$ cat src/rtl/pwmj_pkg.sv
package pwmj_pkg;

  typedef enum logic {SWEEP_UP = 1'b0, SWEEP_DOWN = 1'b1} sweep_dir_e;

  // Clocks per switching period for the chosen variant.
  function automatic int unsigned nominal_period(input int unsigned clk_hz, input bit fast);
    return fast ? clk_hz / 115000 : clk_hz / 60000;
  endfunction

  // Sweep half-span in clocks, scaled from the relative frequency deviation.
  function automatic int unsigned sweep_span(input int unsigned nom, input bit fast);
    return fast ? (nom * 8) / 115 : (nom * 4) / 60;
  endfunction

  // Nanoseconds to whole clocks.
  function automatic int unsigned ns_to_clk(input int unsigned clk_hz, input int unsigned ns);
    return ((clk_hz / 1000) * ns) / 1000000;
  endfunction

endpackage

$ cat src/rtl/pwmj_sweep.sv
module pwmj_sweep
  import pwmj_pkg::*;
#(
  parameter int unsigned NOM = 833,
  parameter int unsigned DEV = 55,
  parameter int unsigned PW  = 10
) (
  input  logic          clk,
  input  logic          rst_n,
  input  logic          step_i,
  output logic [PW-1:0] period_o
);
  localparam int unsigned OW = $clog2(DEV + 1) + 1;
  localparam logic signed [OW-1:0] TOP = OW'(DEV);
  localparam logic signed [OW-1:0] BOT = -TOP;
  localparam logic signed [OW-1:0] ONE = OW'(1);

  logic signed [OW-1:0] ofs_q;
  sweep_dir_e           dir_q;

  always_ff @(posedge clk) begin
    if (!rst_n) begin
      ofs_q <= '0;
      dir_q <= SWEEP_UP;
    end else if (step_i) begin
      if (dir_q == SWEEP_UP) begin
        if (ofs_q >= TOP) begin
          dir_q <= SWEEP_DOWN;
          ofs_q <= ofs_q - ONE;
        end else begin
          ofs_q <= ofs_q + ONE;
        end
      end else begin
        if (ofs_q <= BOT) begin
          dir_q <= SWEEP_UP;
          ofs_q <= ofs_q + ONE;
        end else begin
          ofs_q <= ofs_q - ONE;
        end
      end
    end
  end

  assign period_o = PW'(NOM) + PW'(ofs_q);

  assert_sweep_bound_R1: assert property (@(posedge clk) disable iff (!rst_n)
    (ofs_q <= TOP) && (ofs_q >= BOT));
  assert_sweep_moves_R1: assert property (@(posedge clk) disable iff (!rst_n)
    $past(step_i) |-> (ofs_q != $past(ofs_q)));
  assert_sweep_holds_R1: assert property (@(posedge clk) disable iff (!rst_n)
    !$past(step_i) |-> $stable(ofs_q));

endmodule

$ cat src/rtl/pwmj_phase.sv
module pwmj_phase #(
  parameter int unsigned NOM = 833,
  parameter int unsigned PW  = 10
) (
  input  logic          clk,
  input  logic          rst_n,
  input  logic [PW-1:0] next_per_i,
  output logic [PW-1:0] phase_o,
  output logic          wrap_o
);
  logic [PW-1:0] per_q;
  logic [PW-1:0] phase_q;

  assign wrap_o  = (phase_q == per_q - PW'(1));
  assign phase_o = phase_q;

  always_ff @(posedge clk) begin
    if (!rst_n) begin
      per_q   <= PW'(NOM);
      phase_q <= '0;
    end else if (wrap_o) begin
      per_q   <= next_per_i;
      phase_q <= '0;
    end else begin
      phase_q <= phase_q + PW'(1);
    end
  end

  assert_phase_in_period_R1: assert property (@(posedge clk) disable iff (!rst_n)
    phase_q < per_q);
  assert_period_only_at_wrap_R1: assert property (@(posedge clk) disable iff (!rst_n)
    !$past(wrap_o) |-> $stable(per_q));

endmodule

$ cat src/rtl/pwmj_gate.sv
module pwmj_gate #(
  parameter int unsigned PW    = 10,
  parameter int unsigned MAXON = 583,
  parameter int unsigned BLANK = 15,
  parameter int unsigned MINON = 24
) (
  input  logic          clk,
  input  logic          rst_n,
  input  logic          en_i,
  input  logic          trip_i,
  input  logic [PW-1:0] phase_i,
  input  logic          wrap_i,
  output logic          gate_o,
  output logic          start_o,
  output logic          off_o,
  output logic          blank_o
);
  localparam logic [PW-1:0] BLANK_L = PW'(BLANK);
  localparam logic [PW-1:0] MINL_L  = PW'(MINON - 1);
  localparam logic [PW-1:0] MAXL_L  = PW'(MAXON - 1);
  localparam logic [PW-1:0] MAX_L   = PW'(MAXON);

  logic gate_q, pend_q, prev_q;
  logic in_blank, trip_live, trip_any, min_met, hit_max;

  assign in_blank  = phase_i < BLANK_L;
  assign trip_live = trip_i && !in_blank;
  assign trip_any  = trip_live || pend_q;
  assign min_met   = phase_i >= MINL_L;
  assign hit_max   = phase_i >= MAXL_L;

  always_ff @(posedge clk) begin
    if (!rst_n) begin
      gate_q <= 1'b0;
      pend_q <= 1'b0;
      prev_q <= 1'b0;
    end else begin
      prev_q <= gate_q;
      if (wrap_i) begin
        gate_q <= en_i;
        pend_q <= 1'b0;
      end else if (!en_i) begin
        gate_q <= 1'b0;
        pend_q <= 1'b0;
      end else if (gate_q) begin
        if (hit_max || (trip_any && min_met)) begin
          gate_q <= 1'b0;
          pend_q <= 1'b0;
        end else if (trip_live) begin
          pend_q <= 1'b1;
        end
      end
    end
  end

  assign gate_o  = gate_q && en_i;
  assign start_o = gate_o && (phase_i == '0);
  assign off_o   = prev_q && !gate_q;
  assign blank_o = gate_o && in_blank;

  assert_max_on_R2: assert property (@(posedge clk) disable iff (!rst_n)
    gate_q |-> (phase_i < MAX_L));
  assert_blank_no_pend_R3: assert property (@(posedge clk) disable iff (!rst_n)
    (phase_i <= BLANK_L) |-> !pend_q);
  assert_min_on_R4: assert property (@(posedge clk) disable iff (!rst_n)
    ($fell(gate_q) && $past(en_i)) |-> ($past(phase_i) >= MINL_L));
  assert_rise_on_boundary_R6: assert property (@(posedge clk) disable iff (!rst_n)
    $rose(gate_q) |-> ((phase_i == '0) && $past(en_i)));
  assert_disable_clears_R6: assert property (@(posedge clk) disable iff (!rst_n)
    !$past(en_i) |-> !gate_q);
  assert_start_single_R7: assert property (@(posedge clk) disable iff (!rst_n)
    start_o |=> !start_o);
  assert_off_single_R8: assert property (@(posedge clk) disable iff (!rst_n)
    off_o |=> !off_o);

endmodule

$ cat src/rtl/jitter_pwm_timer.sv
module jitter_pwm_timer
  import pwmj_pkg::*;
#(
  parameter int unsigned CLK_HZ       = 50000000,
  parameter bit          FAST_VARIANT = 1'b0,
  parameter int unsigned DUTY_PCT     = 70,
  parameter int unsigned BLANK_NS     = 300,
  parameter int unsigned MIN_ON_NS    = 480
) (
  input  logic clk,
  input  logic rst_n,
  input  logic run_en_i,
  input  logic trip_i,
  output logic gate_o,
  output logic cyc_start_o,
  output logic off_o,
  output logic blank_o
);
  localparam int unsigned NOM   = nominal_period(CLK_HZ, FAST_VARIANT);
  localparam int unsigned DEV   = sweep_span(NOM, FAST_VARIANT);
  localparam int unsigned MAXON = (NOM * DUTY_PCT) / 100;
  localparam int unsigned BLANK = ns_to_clk(CLK_HZ, BLANK_NS);
  localparam int unsigned MINON = ns_to_clk(CLK_HZ, MIN_ON_NS);
  localparam int unsigned PW    = $clog2(NOM + DEV + 1);

  logic [PW-1:0] next_per;
  logic [PW-1:0] phase;
  logic          wrap;

  pwmj_sweep #(.NOM(NOM), .DEV(DEV), .PW(PW)) u_sweep (
    .clk      (clk),
    .rst_n    (rst_n),
    .step_i   (wrap),
    .period_o (next_per)
  );

  pwmj_phase #(.NOM(NOM), .PW(PW)) u_phase (
    .clk        (clk),
    .rst_n      (rst_n),
    .next_per_i (next_per),
    .phase_o    (phase),
    .wrap_o     (wrap)
  );

  pwmj_gate #(.PW(PW), .MAXON(MAXON), .BLANK(BLANK), .MINON(MINON)) u_gate (
    .clk     (clk),
    .rst_n   (rst_n),
    .en_i    (run_en_i),
    .trip_i  (trip_i),
    .phase_i (phase),
    .wrap_i  (wrap),
    .gate_o  (gate_o),
    .start_o (cyc_start_o),
    .off_o   (off_o),
    .blank_o (blank_o)
  );

  assert_quiet_in_reset_R9: assert property (@(posedge clk)
    $past(!rst_n) |-> (!gate_o && !cyc_start_o && !off_o));

endmodule

$ cat config.mk
export PLATFORM = sky130hd
export DESIGN_NAME = jitter_pwm_timer
export DESIGN_NICKNAME = d
export VERILOG_FILES = /design/src/rtl/pwmj_pkg.sv /design/src/rtl/pwmj_sweep.sv /design/src/rtl/pwmj_phase.sv /design/src/rtl/pwmj_gate.sv /design/src/rtl/jitter_pwm_timer.sv
export SDC_FILE = /design/constraint.sdc
export NUM_CORES = 1
export LEC_CHECK = 0
export BUFFER_PORTS_ARGS = -buffer_cell sky130_fd_sc_hd__buf_4
export CORE_AREA = 2 2 64 66
export CTS_BUF_LIST = sky130_fd_sc_hd__clkbuf_4 sky130_fd_sc_hd__clkbuf_8
export DETAILED_ROUTE_END_ITERATION = 8
export DIE_AREA = 0 0 66 68
export PLACE_DENSITY = 0.88
export SYNTH_ARGS = -nofsm -noshare
export SYNTH_HDL_FRONTEND = slang
export SYNTH_HIERARCHICAL = 1
export SYNTH_SLANG_ARGS = --single-unit
$ cat constraint.sdc
create_clock -name clk -period 2.8 [get_ports clk]
set_input_delay 0.14 -clock clk [delete_from_list [all_inputs] [get_ports clk]]
set_output_delay 0.14 -clock clk [all_outputs]
set_load 0.03 [all_outputs]
* After elaboration in Yosys (flattened, before gate mapping)
Cells that the tools add are included.
Storage, ports and cells: register bits 31, output and inout bits 4
Cells by class: mux-type cells 12, $add $sub $neg 5, reduce and logical (&&, ||, !) cells 15, equal/unequal tests 1, magnitude comparators 5, bitwise logic cells 2
Operators by type and width (number):
- 2-to-1 mux 7 bit | 3
- adder 10 x 1 -> 10 bit, second input constant | 1
- adder 9 x 7 -> 10 bit, first input constant | 1
- == test 10 bit | 1
- >= comparator 10 bit, second input constant | 1
- >= comparator 10 x 5 -> 1 bit, second input constant | 1
- zero test 10 bit | 1
- < comparator 10 x 4 -> 1 bit, second input constant | 1
- subtractor 10 x 1 -> 10 bit, second input constant | 1
- 2-to-1 mux 1 bit | 9
- adder 7 x 2 -> 7 bit, second input constant | 1
- >= comparator 7 bit, second input constant | 1
- <= comparator 7 bit, second input constant | 1
- subtractor 7 x 2 -> 7 bit, second input constant | 1
- logical AND 1 bit | 6
- OR reduction 3 bit | 1
- zero test 1 bit | 2
- logical OR 1 bit | 2
- inverter 1 bit | 2
- AND reduction 2 bit | 1
- nonzero test 2 bit | 1
- OR reduction 2 bit | 1

* Depth between registers and ports, before layout
depth in word-level cells 10, mapped depth 11, mapped depth without buffers 10

* Modules after synthesis
The synthesis kept the hierarchy.
Modules (own cells, without submodules):
- pwmj_phase | cells each 124, area an instance 1133.6 um^2, instances 1
- pwmj_sweep | cells each 88, area an instance 729.4 um^2, instances 1
- pwmj_gate | cells each 32, area an instance 250.2 um^2, instances 1

* Worst setup path after synthesis
No wires, ideal clock.
path type register -> register, start register u_phase.per_q[0], end register u_sweep.ofs_q[4], library setup time 0.072 ns, clock period less this slack 2.726 ns, stages on the path, launching flop included 12, path buffers 2, arrival 2.654 ns, setup slack 0.074 ns, cell sequence dfxtp_1 inv_1 ha_1 or3b_1 nor4_1 o2111ai_1 a2111oi_4 buf_6 clkbuf_1 nand4_1 mux2i_1 mux2i_1
On the way: longest elaborated chain between the ends 2
Ends and longest elaborated chain:
- from (decl) | line pwmj_phase.sv:11 | logic [PW-1:0] per_q;
- from (signal assigned) | line pwmj_phase.sv:19 | per_q <= PW'(NOM);
- from (signal assigned) | line pwmj_phase.sv:22 | per_q <= next_per_i;
- subtractor 10 x 1 -> 10 bit | line pwmj_phase.sv:14 | assign wrap_o = (phase_q == per_q - PW'(1));
- == test 10 bit | line pwmj_phase.sv:14
- via wrap | line jitter_pwm_timer.sv:28 | logic wrap;
- to (signal assigned) | line pwmj_sweep.sv:31 | ofs_q <= ofs_q + ONE;
- to (signal assigned) | line pwmj_sweep.sv:36 | ofs_q <= ofs_q + ONE;
- to (signal assigned) | line pwmj_sweep.sv:38 | ofs_q <= ofs_q - ONE;
- to (decl) | line pwmj_sweep.sv:18 | logic signed [OW-1:0] ofs_q;
The timed path passes the listed nets, and every way through them passes these cells. A chain may end at the register's enable or synchronous reset.

* Worst setup path after layout
Ends and elaborated chain as after synthesis.

==> results.md <==
- Hold_ws: around 0.11 ns
- Die H: 68 um
- Detailed Routing Iterations Pass 1: 4
- Total number of vias: 1766
- Crit Path Class: reg2reg
- Combinational share of power: about 3.4%
- Core Area: roughly 3900 um2
- Die Wd: roughly 66 um
- Register share of total power: a little under 50%
- Clock Power Share: 48.3%
- RSZ-0062 raised after global routing: no
- Drt drc: 0
- Critical Path RT: 3.02 ns
- Fillers: 343
- Mean routed wirelength per cell: 15.2 um
- CP Launch Type: register
- Worst-Margin Slew: slightly above 0.6 ns
- Clock sink count: 31
- Most frequent cells in the layout: dfxtp_1 (31), nor2_1 (24), nand2_1 (22)
- Detailed Route WL: roughly 4.5 mm
- Status: finished, final reports clean
- Initial DRC count: around 150
- Pleak: 0.000812 uW
- Avg Inst Size Synth: approximately 8.7 um2
- Initial cell density of the core: between 50% and 60%
- Worst Clk Skew: 0.00573 ns
- First-pass GRT wire length: 7.22 mm
- Maximum vdd drop: 273 uV
- Root Buffer: clkbuf_8
- Final setup viols: 0
- ANT cells: 0
- Final #Nets: 256
- Tot GR Track Use: 21.1%
- Final Hold Fails: 0
- Vias/cell: just under 6
- Pin count of the biggest net entering global routing: 27
- Number of global-route vias before repair: approximately 1600
- Max-slew violation count: 0
- Port Buffer Count: 7
- Max Cap Violations: 0
- Ports: 8
- Synthesized area: 2110 um2
- P&R area growth vs syn: 9.77%
- Setup TNS: 0 ns
- Antenna violations before repair: 0
- Library cells used by synthesis: 54
- Period utilization: 93.4%
- Switch share: a little over a fifth
- Arr. time, crit path: around 2.8 ns
- Power per cell area: slightly above 400 nW/um2
- H-tree levels: 2
- Worst-Skew Late Latency: around 0.29 ns
- Async S/R FF share, synth: 0%
- Gpl congestion: between 0.8 and 0.9
- Minimum clock period: between 2 and 3 ns
- Clock tree from TritonCTS: built
- Commonest non-fill, non-tap cell in the layout: dfxtp_1
- Hpwl dp: between 3 and 4 mm
- Cells after synthesis: around 240
- Synth warn: 6
- P_sw: 198 uW
- Yosys reg bits: 31
- Layout cell share with drive strength beyond 1: approximately 16%
- Clock-pin slew on the worst setup and hold paths: approximately 0.06 ns
- Dominant synthesized flop cell: dfxtp_1
- Area of the multi-input gates: between 1000 and 1500 um2
- Register area share after synthesis: slightly below 30%
- DIE AREA: ~4500 um2
- Grt ovf: 0
- Total Power: 944 uW
- Slew margin rel.: between 50% and 60%
- Worst Path Max Fanout: 6
- FP Rows: 23
- Max Root-Sink Buffers: 2
- Fmax: 0.382 GHz
- Min-Delay Path Class: in2reg
- Cell-internal power: roughly 750 uW
- Post-synth EDFFs: 0
- Worst Setup End Kind: register
- FF/Latch Area: between 600 and 700 um2
- Number of CTS-inserted buffers: 5
- Antenna-violating nets left: 0
[per-layer routing]
| layer | GRT usage [%] | vias to the layer above | wire (um) |
|---|---|---|---|
| li1 | - | 860 | - |
| met1 | 26.0 | 843 | 1980 |
| met2 | 35.4 | 54 | 2240 |
| met3 | 6.58 | 9 | 245 |
| met4 | 6.63 | 0 | 56 |
| met5 | 0 | - | 0 |
[metrics by stage]
stage                     utilization, %  worst slack, ns  cells  instance area, um2
after floorplan                        -           0.0742    245                2120
after detailed placement            56.1           0.0161    290                2160
final                               60.2            0.185    298                2320
after global placement              56.1            0.201    290                2160
after CTS                           59.1           0.0144    298                2280
after global routing                60.2           0.0257    298                2320
[worst max-delay path, stage by stage (launching register included)]
cell and delay [ns]:
dfxtp_1 0.36, or4_4 0.56, nor4_2 0.24, a22oi_1 0.18
a2111oi_4 0.41, nand2_1 0.13, or3_1 0.32, mux2i_1 0.18
mux2i_1 0.18
[logic make-up after synthesis]
family,after synthesis,share of synthesized area [%]
AOI/OAI and AO/OA,33,14.9
xor gates and xnor gates,27,11.2
adders and majority gates,5,2.96
buffers and inverters,25,6.10
DFF,31,29.4
muxes,18,8.76
other,1,0.177
and+or+nand+nor,104,26.6
[area by class of cell]
cell class                 count  share of cell area [%]
multi-input combinational    189                    60.5
tap                           50                    2.70
clock buffer                   6                    3.56
inverter                      10                    1.62
clock inverter                 2                    1.51
timing repair buffer          10                    3.40
sequential                    31                    26.8
[flip-flops by register name (all words and copies together) (netlist names)]
register         cells
u_gate/pend_q        1
u_gate/prev_q        1
u_phase/per_q       10
u_gate/gate_q        1
u_sweep/dir_q        1
u_phase/phase_o     10
u_sweep/ofs_q        7
[timing repair]
| item | 4_1_cts | 5_1_grt |
|---|---|---|
| endpoints found under the setup margin | 0 | 20 |
| resized for setup | 0 | 9 |
| setup buffers | 0 | 0 |
| hold buffers | 0 | 0 |
| hold endpoints to repair | 0 | 0 |
[cells in the mapped netlist (3+ instances only)]
cell type | count | area share (%)
inv_1 | 10 | 1.8
nor3_1 | 5 | 1.2
nand3b_1 | 3 | 1.1
a21oi_1 | 4 | 0.95
xor2_1 | 9 | 3.7
mux2i_1 | 17 | 8.1
nand2_1 | 22 | 3.9
buf_2 | 4 | 0.95
xnor2_1 | 18 | 7.5
dfxtp_1 | 31 | 29
and2_1 | 3 | 0.89
buf_6 | 3 | 1.6
a31oi_1 | 3 | 0.89
clkbuf_1 | 6 | 1.1
nand4_1 | 5 | 1.5
nand2b_1 | 5 | 1.5
a22oi_1 | 3 | 1.1
nand3_1 | 12 | 2.8
nor2b_1 | 7 | 2.1
o21ai_0 | 3 | 0.71
nor4_1 | 4 | 1.2
nor2_1 | 24 | 4.3
ha_1 | 5 | 3.0
[power groups by stage]
stage	sequential (uW)	clock, uW	combinational, uW
after global placement	466	0	28.7
after global routing	457	484	36.0
after CTS	456	464	30.1
after floorplan	460	0	26.6
final	457	456	31.6
after detailed placement	466	0	30.0
[path summary, 6_finish.rpt]
kind | cells after the start | to | from | slack (ns)
max | 8 | u_sweep/ofs_q[4] | u_phase/per_q[0] | 0.19
max reg2reg | 8 | u_sweep/ofs_q[4] | u_phase/per_q[0] | 0.19
min reg2reg | 1 | u_gate/pend_q | u_gate/pend_q | 0.51
min | 3 | u_gate/gate_q | run_en_i | 0.11
No activity file was read; power rests on OpenSTA's default activity.
